File: config.mk
export PLATFORM = sky130hd
export DESIGN_NAME = sdmmc_irq_ctrl
export DESIGN_NICKNAME = d
export VERILOG_FILES = /design/src/rtl/sdmmc_irq_pkg.sv /design/src/rtl/sdmmc_sticky_flags.sv /design/src/rtl/sdmmc_flag_reduce.sv /design/src/rtl/sdmmc_done_eval.sv /design/src/rtl/sdmmc_irq_ctrl.sv
export SDC_FILE = /design/constraint.sdc
export NUM_CORES = 1
export LEC_CHECK = 0
export CORE_MARGIN = 2
export CORE_UTILIZATION = 56
export DETAILED_ROUTE_END_ITERATION = 8
export DONT_BUFFER_PORTS = 1
export PLACE_DENSITY = 0.81
export SLEW_MARGIN = 20
export SYNTH_ARGS = -nofsm -noshare
export SYNTH_HDL_FRONTEND = slang
export SYNTH_HIERARCHICAL = 1
export SYNTH_SLANG_ARGS = --single-unit
File: constraint.sdc
create_clock -name clk_i -period 1.4 [get_ports clk_i]
set_input_delay 0.14 -clock clk_i [delete_from_list [all_inputs] [get_ports clk_i]]
set_output_delay 0.14 -clock clk_i [all_outputs]
set_load 0.005 [all_outputs]
File: src/rtl/sdmmc_irq_pkg.sv
package sdmmc_irq_pkg;
  localparam int unsigned BIT_CMD_DONE  = 2;
  localparam int unsigned BIT_DATA_OVER = 3;
  localparam int unsigned BIT_AUTOSTOP  = 14;
  localparam int unsigned GIE_BIT       = 4;
  localparam int unsigned DMA_W         = 2;

  typedef enum logic [1:0] {
    A_RAW  = 2'd0,
    A_MASK = 2'd1,
    A_DMA  = 2'd2,
    A_CTRL = 2'd3
  } reg_addr_e;
endpackage

File: src/rtl/sdmmc_sticky_flags.sv
module sdmmc_sticky_flags #(
  parameter int unsigned W = 16
) (
  input  logic         clk_i,
  input  logic         rst_ni,
  input  logic [W-1:0] set_i,
  input  logic [W-1:0] clr_i,
  output logic [W-1:0] q_o
);
  for (genvar i = 0; i < W; i++) begin : g_bit
    logic q;
    // set beats clear in the same cycle
    always_ff @(posedge clk_i or negedge rst_ni) begin
      if (!rst_ni)       q <= 1'b0;
      else if (set_i[i]) q <= 1'b1;
      else if (clr_i[i]) q <= 1'b0;
    end
    assign q_o[i] = q;
  end
endmodule

File: src/rtl/sdmmc_flag_reduce.sv
module sdmmc_flag_reduce #(
  parameter int unsigned   W        = 16,
  parameter logic [W-1:0]  ERR_BITS = '0
) (
  input  logic [W-1:0] raw_i,
  input  logic [W-1:0] mask_i,
  input  logic         gie_i,
  output logic         irq_o,
  output logic         err_o
);
  assign irq_o = gie_i & (|(raw_i & mask_i));
  assign err_o = |(raw_i & ERR_BITS);
endmodule

File: src/rtl/sdmmc_done_eval.sv
module sdmmc_done_eval #(
  parameter int unsigned DMA_W = 2
) (
  input  logic             cmd_done_i,
  input  logic             data_over_i,
  input  logic             autostop_i,
  input  logic [DMA_W-1:0] dma_stat_i,
  input  logic             xfer_data_i,
  input  logic             xfer_multi_i,
  input  logic             xfer_dma_i,
  output logic             done_o
);
  logic data_flag;
  logic dma_ok;

  always_comb begin
    data_flag = xfer_multi_i ? autostop_i : data_over_i;
    dma_ok    = !xfer_dma_i || (|dma_stat_i);
    done_o    = xfer_data_i ? (data_flag && dma_ok) : cmd_done_i;
  end
endmodule

File: src/rtl/sdmmc_irq_ctrl.sv
module sdmmc_irq_ctrl
  import sdmmc_irq_pkg::*;
#(
  parameter int unsigned       STAT_W   = 16,
  parameter logic [STAT_W-1:0] ERR_BITS = 16'hBFC2
) (
  input  logic              clk_i,
  input  logic              rst_ni,
  input  logic [STAT_W-1:0] evt_i,
  input  logic [DMA_W-1:0]  dma_evt_i,
  input  logic              xfer_data_i,
  input  logic              xfer_multi_i,
  input  logic              xfer_dma_i,
  input  logic              reg_we_i,
  input  logic [1:0]        reg_addr_i,
  input  logic [STAT_W-1:0] reg_wdata_i,
  output logic [STAT_W-1:0] reg_rdata_o,
  output logic              irq_o,
  output logic              err_o,
  output logic              done_o
);
  logic [STAT_W-1:0] raw_q;
  logic [STAT_W-1:0] raw_clr;
  logic [DMA_W-1:0]  dma_q;
  logic [DMA_W-1:0]  dma_clr;
  logic [STAT_W-1:0] mask_q;
  logic              gie_q;
  reg_addr_e         addr;

  assign addr    = reg_addr_e'(reg_addr_i);
  assign raw_clr = (reg_we_i && addr == A_RAW) ? reg_wdata_i : '0;
  assign dma_clr = (reg_we_i && addr == A_DMA) ? reg_wdata_i[DMA_W-1:0] : '0;

  sdmmc_sticky_flags #(.W(STAT_W)) u_raw (
    .clk_i (clk_i),
    .rst_ni(rst_ni),
    .set_i (evt_i),
    .clr_i (raw_clr),
    .q_o   (raw_q)
  );

  sdmmc_sticky_flags #(.W(DMA_W)) u_dma (
    .clk_i (clk_i),
    .rst_ni(rst_ni),
    .set_i (dma_evt_i),
    .clr_i (dma_clr),
    .q_o   (dma_q)
  );

  always_ff @(posedge clk_i or negedge rst_ni) begin
    if (!rst_ni) begin
      mask_q <= '0;
      gie_q  <= 1'b0;
    end else if (reg_we_i) begin
      if (addr == A_MASK) mask_q <= reg_wdata_i;
      if (addr == A_CTRL) gie_q  <= reg_wdata_i[GIE_BIT];
    end
  end

  always_comb begin
    reg_rdata_o = '0;
    unique case (addr)
      A_RAW:  reg_rdata_o = raw_q;
      A_MASK: reg_rdata_o = mask_q;
      A_DMA:  reg_rdata_o[DMA_W-1:0] = dma_q;
      A_CTRL: reg_rdata_o[GIE_BIT] = gie_q;
    endcase
  end

  sdmmc_flag_reduce #(.W(STAT_W), .ERR_BITS(ERR_BITS)) u_reduce (
    .raw_i (raw_q),
    .mask_i(mask_q),
    .gie_i (gie_q),
    .irq_o (irq_o),
    .err_o (err_o)
  );

  sdmmc_done_eval #(.DMA_W(DMA_W)) u_done (
    .cmd_done_i  (raw_q[BIT_CMD_DONE]),
    .data_over_i (raw_q[BIT_DATA_OVER]),
    .autostop_i  (raw_q[BIT_AUTOSTOP]),
    .dma_stat_i  (dma_q),
    .xfer_data_i (xfer_data_i),
    .xfer_multi_i(xfer_multi_i),
    .xfer_dma_i  (xfer_dma_i),
    .done_o      (done_o)
  );
endmodule

# [Word level (Yosys, flattened, before mapping)]
# Index checks and enable logic that the tools add are counted.
[word_totals] ff_bits=35 in_bits=42 elab_cells=98
[classes] n_eq_ne=3 mux=44 bitwise_logic=2 n_reduce_logical=29
[ops] cell="two-way mux 1 bit" count=38
[ops] cell="nonzero test 2 bit" count=18
[ops] cell="one-hot mux 11 bit (2 select lines)" count=1
[ops] cell="AND 16 bit" count=1
[ops] cell="two-way mux 16 bit" count=1
[ops] cell="OR reduction 16 bit" count=1
[ops] cell="OR reduction 10 bit" count=1
[ops] cell="one-hot mux 2 bit (3 select lines)" count=1
[ops] cell="== test 2 bit, second input constant" count=2
[ops] cell="one-hot mux 2 bit (2 select lines)" count=1
[ops] cell="AND reduction 2 bit" count=2
[ops] cell="logical AND 1 bit" count=3
[ops] cell="one-hot mux 1 bit (3 select lines)" count=1
[ops] cell="== test 2 x 1 -> 1 bit, second input constant" count=1
[ops] cell="zero test 2 bit" count=1
[ops] cell="two-way mux 2 bit" count=1
[ops] cell="OR reduction 2 bit" count=1
[ops] cell="AND 1 bit" count=1
[ops] cell="zero test 1 bit" count=1
[ops] cell="logical OR 1 bit" count=1

# [Longest topological paths before layout]
[depth] word_depth=5 depth_mapped=6 depth_no_buf=4

# [By module]
# The synthesis kept the hierarchy.
[by_module_without_submodules] mod="sdmmc_irq_ctrl" instances=1 cells_each=97 area_per_inst_um2=1116.1 seq_area_each_um2=425.4
[by_module_without_submodules] mod="sdmmc_sticky_flags (u_raw)" instances=1 cells_each=64 area_per_inst_um2=700.7 seq_area_each_um2=400.4
[by_module_without_submodules] mod="sdmmc_flag_reduce" instances=1 cells_each=15 area_per_inst_um2=116.4 seq_area_each_um2=0.0
[by_module_without_submodules] mod="sdmmc_sticky_flags (u_dma)" instances=1 cells_each=8 area_per_inst_um2=87.6 seq_area_each_um2=50.0
[by_module_without_submodules] mod="sdmmc_done_eval" instances=1 cells_each=4 area_per_inst_um2=31.3 seq_area_each_um2=0.0

# [Worst setup path before layout]
# Ideal clock, no wire load.
[synth_timing] kind="register to output" start="reg u_raw.g_bit[9].q" end="out irq_o" arrival_time_ns=1.139 required_ns=1.260 slack_ns=0.121 path_stages_with_launch=6 cell_sequence="dfrtp_1 -> buf_4 -> a22o_1 -> a221oi_2 -> nand3_1 -> o21a_1"
[synth_via] elab_chain_cells=3
[synth_lines] item="from (decl)" line_no="sdmmc_sticky_flags.sv:11" text="logic q;"
[synth_lines] item="from (signal assigned)" line_no="sdmmc_sticky_flags.sv:14" text="if (!rst_ni) q <= 1'b0;"
[synth_lines] item="from (signal assigned)" line_no="sdmmc_sticky_flags.sv:15" text="else if (set_i[i]) q <= 1'b1;"
[synth_lines] item="from (signal assigned)" line_no="sdmmc_sticky_flags.sv:16" text="else if (clr_i[i]) q <= 1'b0;"
[synth_lines] item="AND 16 bit" line_no="sdmmc_flag_reduce.sv:11" text="assign irq_o = gie_i & (|(raw_i & mask_i));"
[synth_lines] item="OR reduction 16 bit" line_no="sdmmc_flag_reduce.sv:11"
[synth_lines] item="AND 1 bit" line_no="sdmmc_flag_reduce.sv:11"
[synth_lines] item="to (decl)" line_no="sdmmc_irq_ctrl.sv:18" text="output logic irq_o,"
# No other way between the ends.

# [Final worst setup path]
[layout_timing] start="reg u_raw.g_bit[3].q" end="out irq_o"
[layout_via] elab_chain_cells=3
[layout_lines] item="from (decl)" line_no="sdmmc_sticky_flags.sv:11"
[layout_lines] item="from (signal assigned)" line_no="sdmmc_sticky_flags.sv:14"
[layout_lines] item="from (signal assigned)" line_no="sdmmc_sticky_flags.sv:15"
[layout_lines] item="from (signal assigned)" line_no="sdmmc_sticky_flags.sv:16"
[layout_lines] item="AND 16 bit" line_no="sdmmc_flag_reduce.sv:11"
[layout_lines] item="OR reduction 16 bit" line_no="sdmmc_flag_reduce.sv:11"
[layout_lines] item="AND 1 bit" line_no="sdmmc_flag_reduce.sv:11"
# No other way between the ends.

==> flow_summary.yaml <==
sta:
  post-route-min-period_ns: 1.62
  fin_tns_setup_ns: -0.228
  hold-worst-slack_ns: 0.0252
  fin_skew_ns: 0
  worst_slack_ns: -0.217
  slew_viol_final: 0
  worst_pin_slew_ns: 0.327
  clock.fmax_mhz: 618
  slew_headroom: 0.782
  timing.final.hold_violations: 0
  finalCritPeriodShare: 1.15
  rsz0062_at_grt: "true"
  finalSetupViolCount: 2
floorplan:
  initial_core_util: 0.601
  ioPinCount: 61
  die_w_um: 64.5
  core_mm2: 0.00342
  rows: 21
  dieHeight_um: 64.5
  dieArea_mm2: 0.00416
critical_path:
  crit_chain: "a22o_1, a221oi_2, nand3_1, o21a_1"
  cp.arrival_ns: 1.48
  start_kind: "flip-flop"
  endpoint_kind: "primary output"
  required_ns: 1.26
  crit_slowest_cell: "dfrtp_1"
  cp_num_buf_inv: 0
  reg2reg_slack_ns: 0.11
  path_class: "flip-flop to primary output"
  crit_fanout: 2
  critPathTopFamily: "compound AO/OA/AOI/OAI gates"
  max_stage_delay_ns: 0.40
detailed_routing:
  routed_wl_um: 4680
  drt-pass1-iter-count: 4
  postRouteAntennaNets: 0
  dr.first_iter.drc_count: 70
  via_count: 1451
  vias_per_cell: 5.50
  drt_drc_violations_left: 0
  wl_per_cell_um: 17.7
synth:
  syn_inst: 188
  syn_area_mm2: 0.00205
  syn-num-nets: 230
  ys_seq_elements: 35
  synth_area_leaders: "dfrtp_1 (43%), mux2i_1 (7.8%), buf_4 (7.7%), mux2_4 (7.3%), a21o_1 (6.6%)"
  yosys_warnings: 6
  ys_types: 27
  synth_seq_area_share: 0.427
  postSynthAreaPerCell_um2: 10.9
  synth_top_cell_by_area: "dfrtp_1"
  synth_top_area_share: 0.427
place:
  placed_area_mm2: 0.00194
  post-place-ws_ns: 0.121
  dp_hpwl_um: 3080
  portBuffers: 0
  place.gp.congestion: 0.787
clock_tree:
  htreeDepth: 2
  cts_tree: "built"
  clockBufferDepth: 2
  cts_buffers: 5
  clock_latency_ns: 0.34
  clk_pin_slew_ns: 0.10
  cts_sinks: 35
  cts_root_buffer: "clkbuf_4"
hold_path:
  worstHoldPathType: "primary input to flip-flop"
outcome:
  status: "finished with violations"
  violations: "setup timing"
final_layout:
  final_common_cell: "dlygate4sd3_1"
  layout_common_cells: "dlygate4sd3_1 (37), dfrtp_1 (35), inv_1 (18), a21o_1 (18)"
  n_antenna_cell: 0
  layout-drive-gt1-share: 0.197
  final_cell_area_mm2: 0.00248
  syn2layout_area_growth_pct: 21.1
  fin_nets: 259
  fillers: 245
global_routing:
  grt-busiest-layer: "met2"
  antenna_found_initial: 0
  grt_usage: 0.245
  first_global_vias: 1562
  grt.met1_usage: 0.273
  grt_remaining_overflow: 0
  grt_pass1_wl_um: 7530
  met2_usage: 0.435
  use_met3: 0.0712
  grt_max_degree: 36
power_and_ir_drop:
  power.density_mw_per_mm2: 936
  power.total_mw: 2.33
  power_leakage_nw: 1.06
  peakVddDrop_uv: 616
flow_run:
  maxCapViolations: 0
[what timing repair did]
item | 4_1_cts | 5_1_grt
hold buffers | 38 | 0
gates resized for setup | 1 | 5
endpoints found under the hold margin | 70 | 0
pin swaps | 1 | 2
setup buffers | 3 | 3
endpoints found under the setup margin | 3 | 4
[kinds of logic (layout without fill, tap and decap cells)]
group | Yosys count | after routing | share of synthesized area
buffers and inverters | 43 | 73 | 0.124
muxes | 34 | 34 | 0.195
DFF | 35 | 35 | 0.427
AOI/OAI and AO/OA | 31 | 31 | 0.124
and+or+nand+nor | 45 | 45 | 0.130
[where the power goes]
part | switching, mW | internal, mW | total, mW
sequential | 0.0980 | 1.12 | 1.22
clock | 0.333 | 0.295 | 0.628
combinational | 0.168 | 0.309 | 0.478
[cell type report]
cell class,instances,area (um2),share of cell area
Tap cell,46,57.6,0.0232
Sequential cell,35,876,0.352
Multi-Input combinational cell,110,957,0.385
Clock buffer,8,68.8,0.0277
Inverter,18,67.6,0.0272
Timing Repair Buffer,47,458,0.184
[stage by stage]
stage           util  instances
3_3_place_gp   0.569        212
4_1_cts        0.712        261
3_5_place_dp   0.569        212
6_report       0.727        264
2_1_floorplan      -        188
5_1_grt        0.727        264
[synth_stat cells]
library cell	instances
dfrtp_1	35
buf_4	21
a21o_1	18
inv_1	18
and2_1	16
mux2i_1	16
nor2_1	16
mux2_4	10
mux2_2	7
a22oi_1	4
nand3_1	4
a22o_1	3
a221oi_2	2
buf_2	2
nor3b_1	2
nor4_1	2
o2bb2ai_1	2
a211oi_1	1
buf_8	1
clkbuf_2	1
mux2_1	1
nand2_1	1
nand3b_4	1
nor2b_1	1
nor3b_4	1
nor4bb_1	1
o21a_1	1
[worst reg2reg max path, cell delays in order, from the launching register on]
cell and delay, ns:
dfrtp_1 0.43, a21o_1 0.19, dlygate4sd3_1 0.56
[metal layers]
layer / up-vias / routed length (um)
li1: 682 / -
met1: 712 / 1860
met2: 46 / 2440
met3: 11 / 264
met4: 0 / 108
met5: - / 0
[path summary, 6_finish.rpt]
| path | cells after the start | start | to |
|---|---|---|---|
| min reg2reg | 1 | u_raw/g_bit[4].q$_DFFE_PN0P_ | u_raw/g_bit[4].q$_DFFE_PN0P_ |
| min | 2 | reg_we_i | gie_q$_DFFE_PN0P_ |
| min in group asynchronous | 2 | rst_ni | mask_q[5]$_DFFE_PN0P_ |
| max | 4 | u_raw/g_bit[3].q$_DFFE_PN0P_ | irq_o |
| max reg2reg | 2 | u_dma/g_bit[1].q$_DFFE_PN0P_ | u_dma/g_bit[1].q$_DFFE_PN0P_ |
| max in group asynchronous | 2 | rst_ni | u_raw/g_bit[6].q$_DFFE_PN0P_ |
[flip-flops by register name, summed over array words and instances, names as in the netlist]
name / cells
gie_q: 1
mask_q: 16
u_dma/g_bit.q: 2
u_raw/g_bit.q: 16
Power figures use the tool's default switching activity.
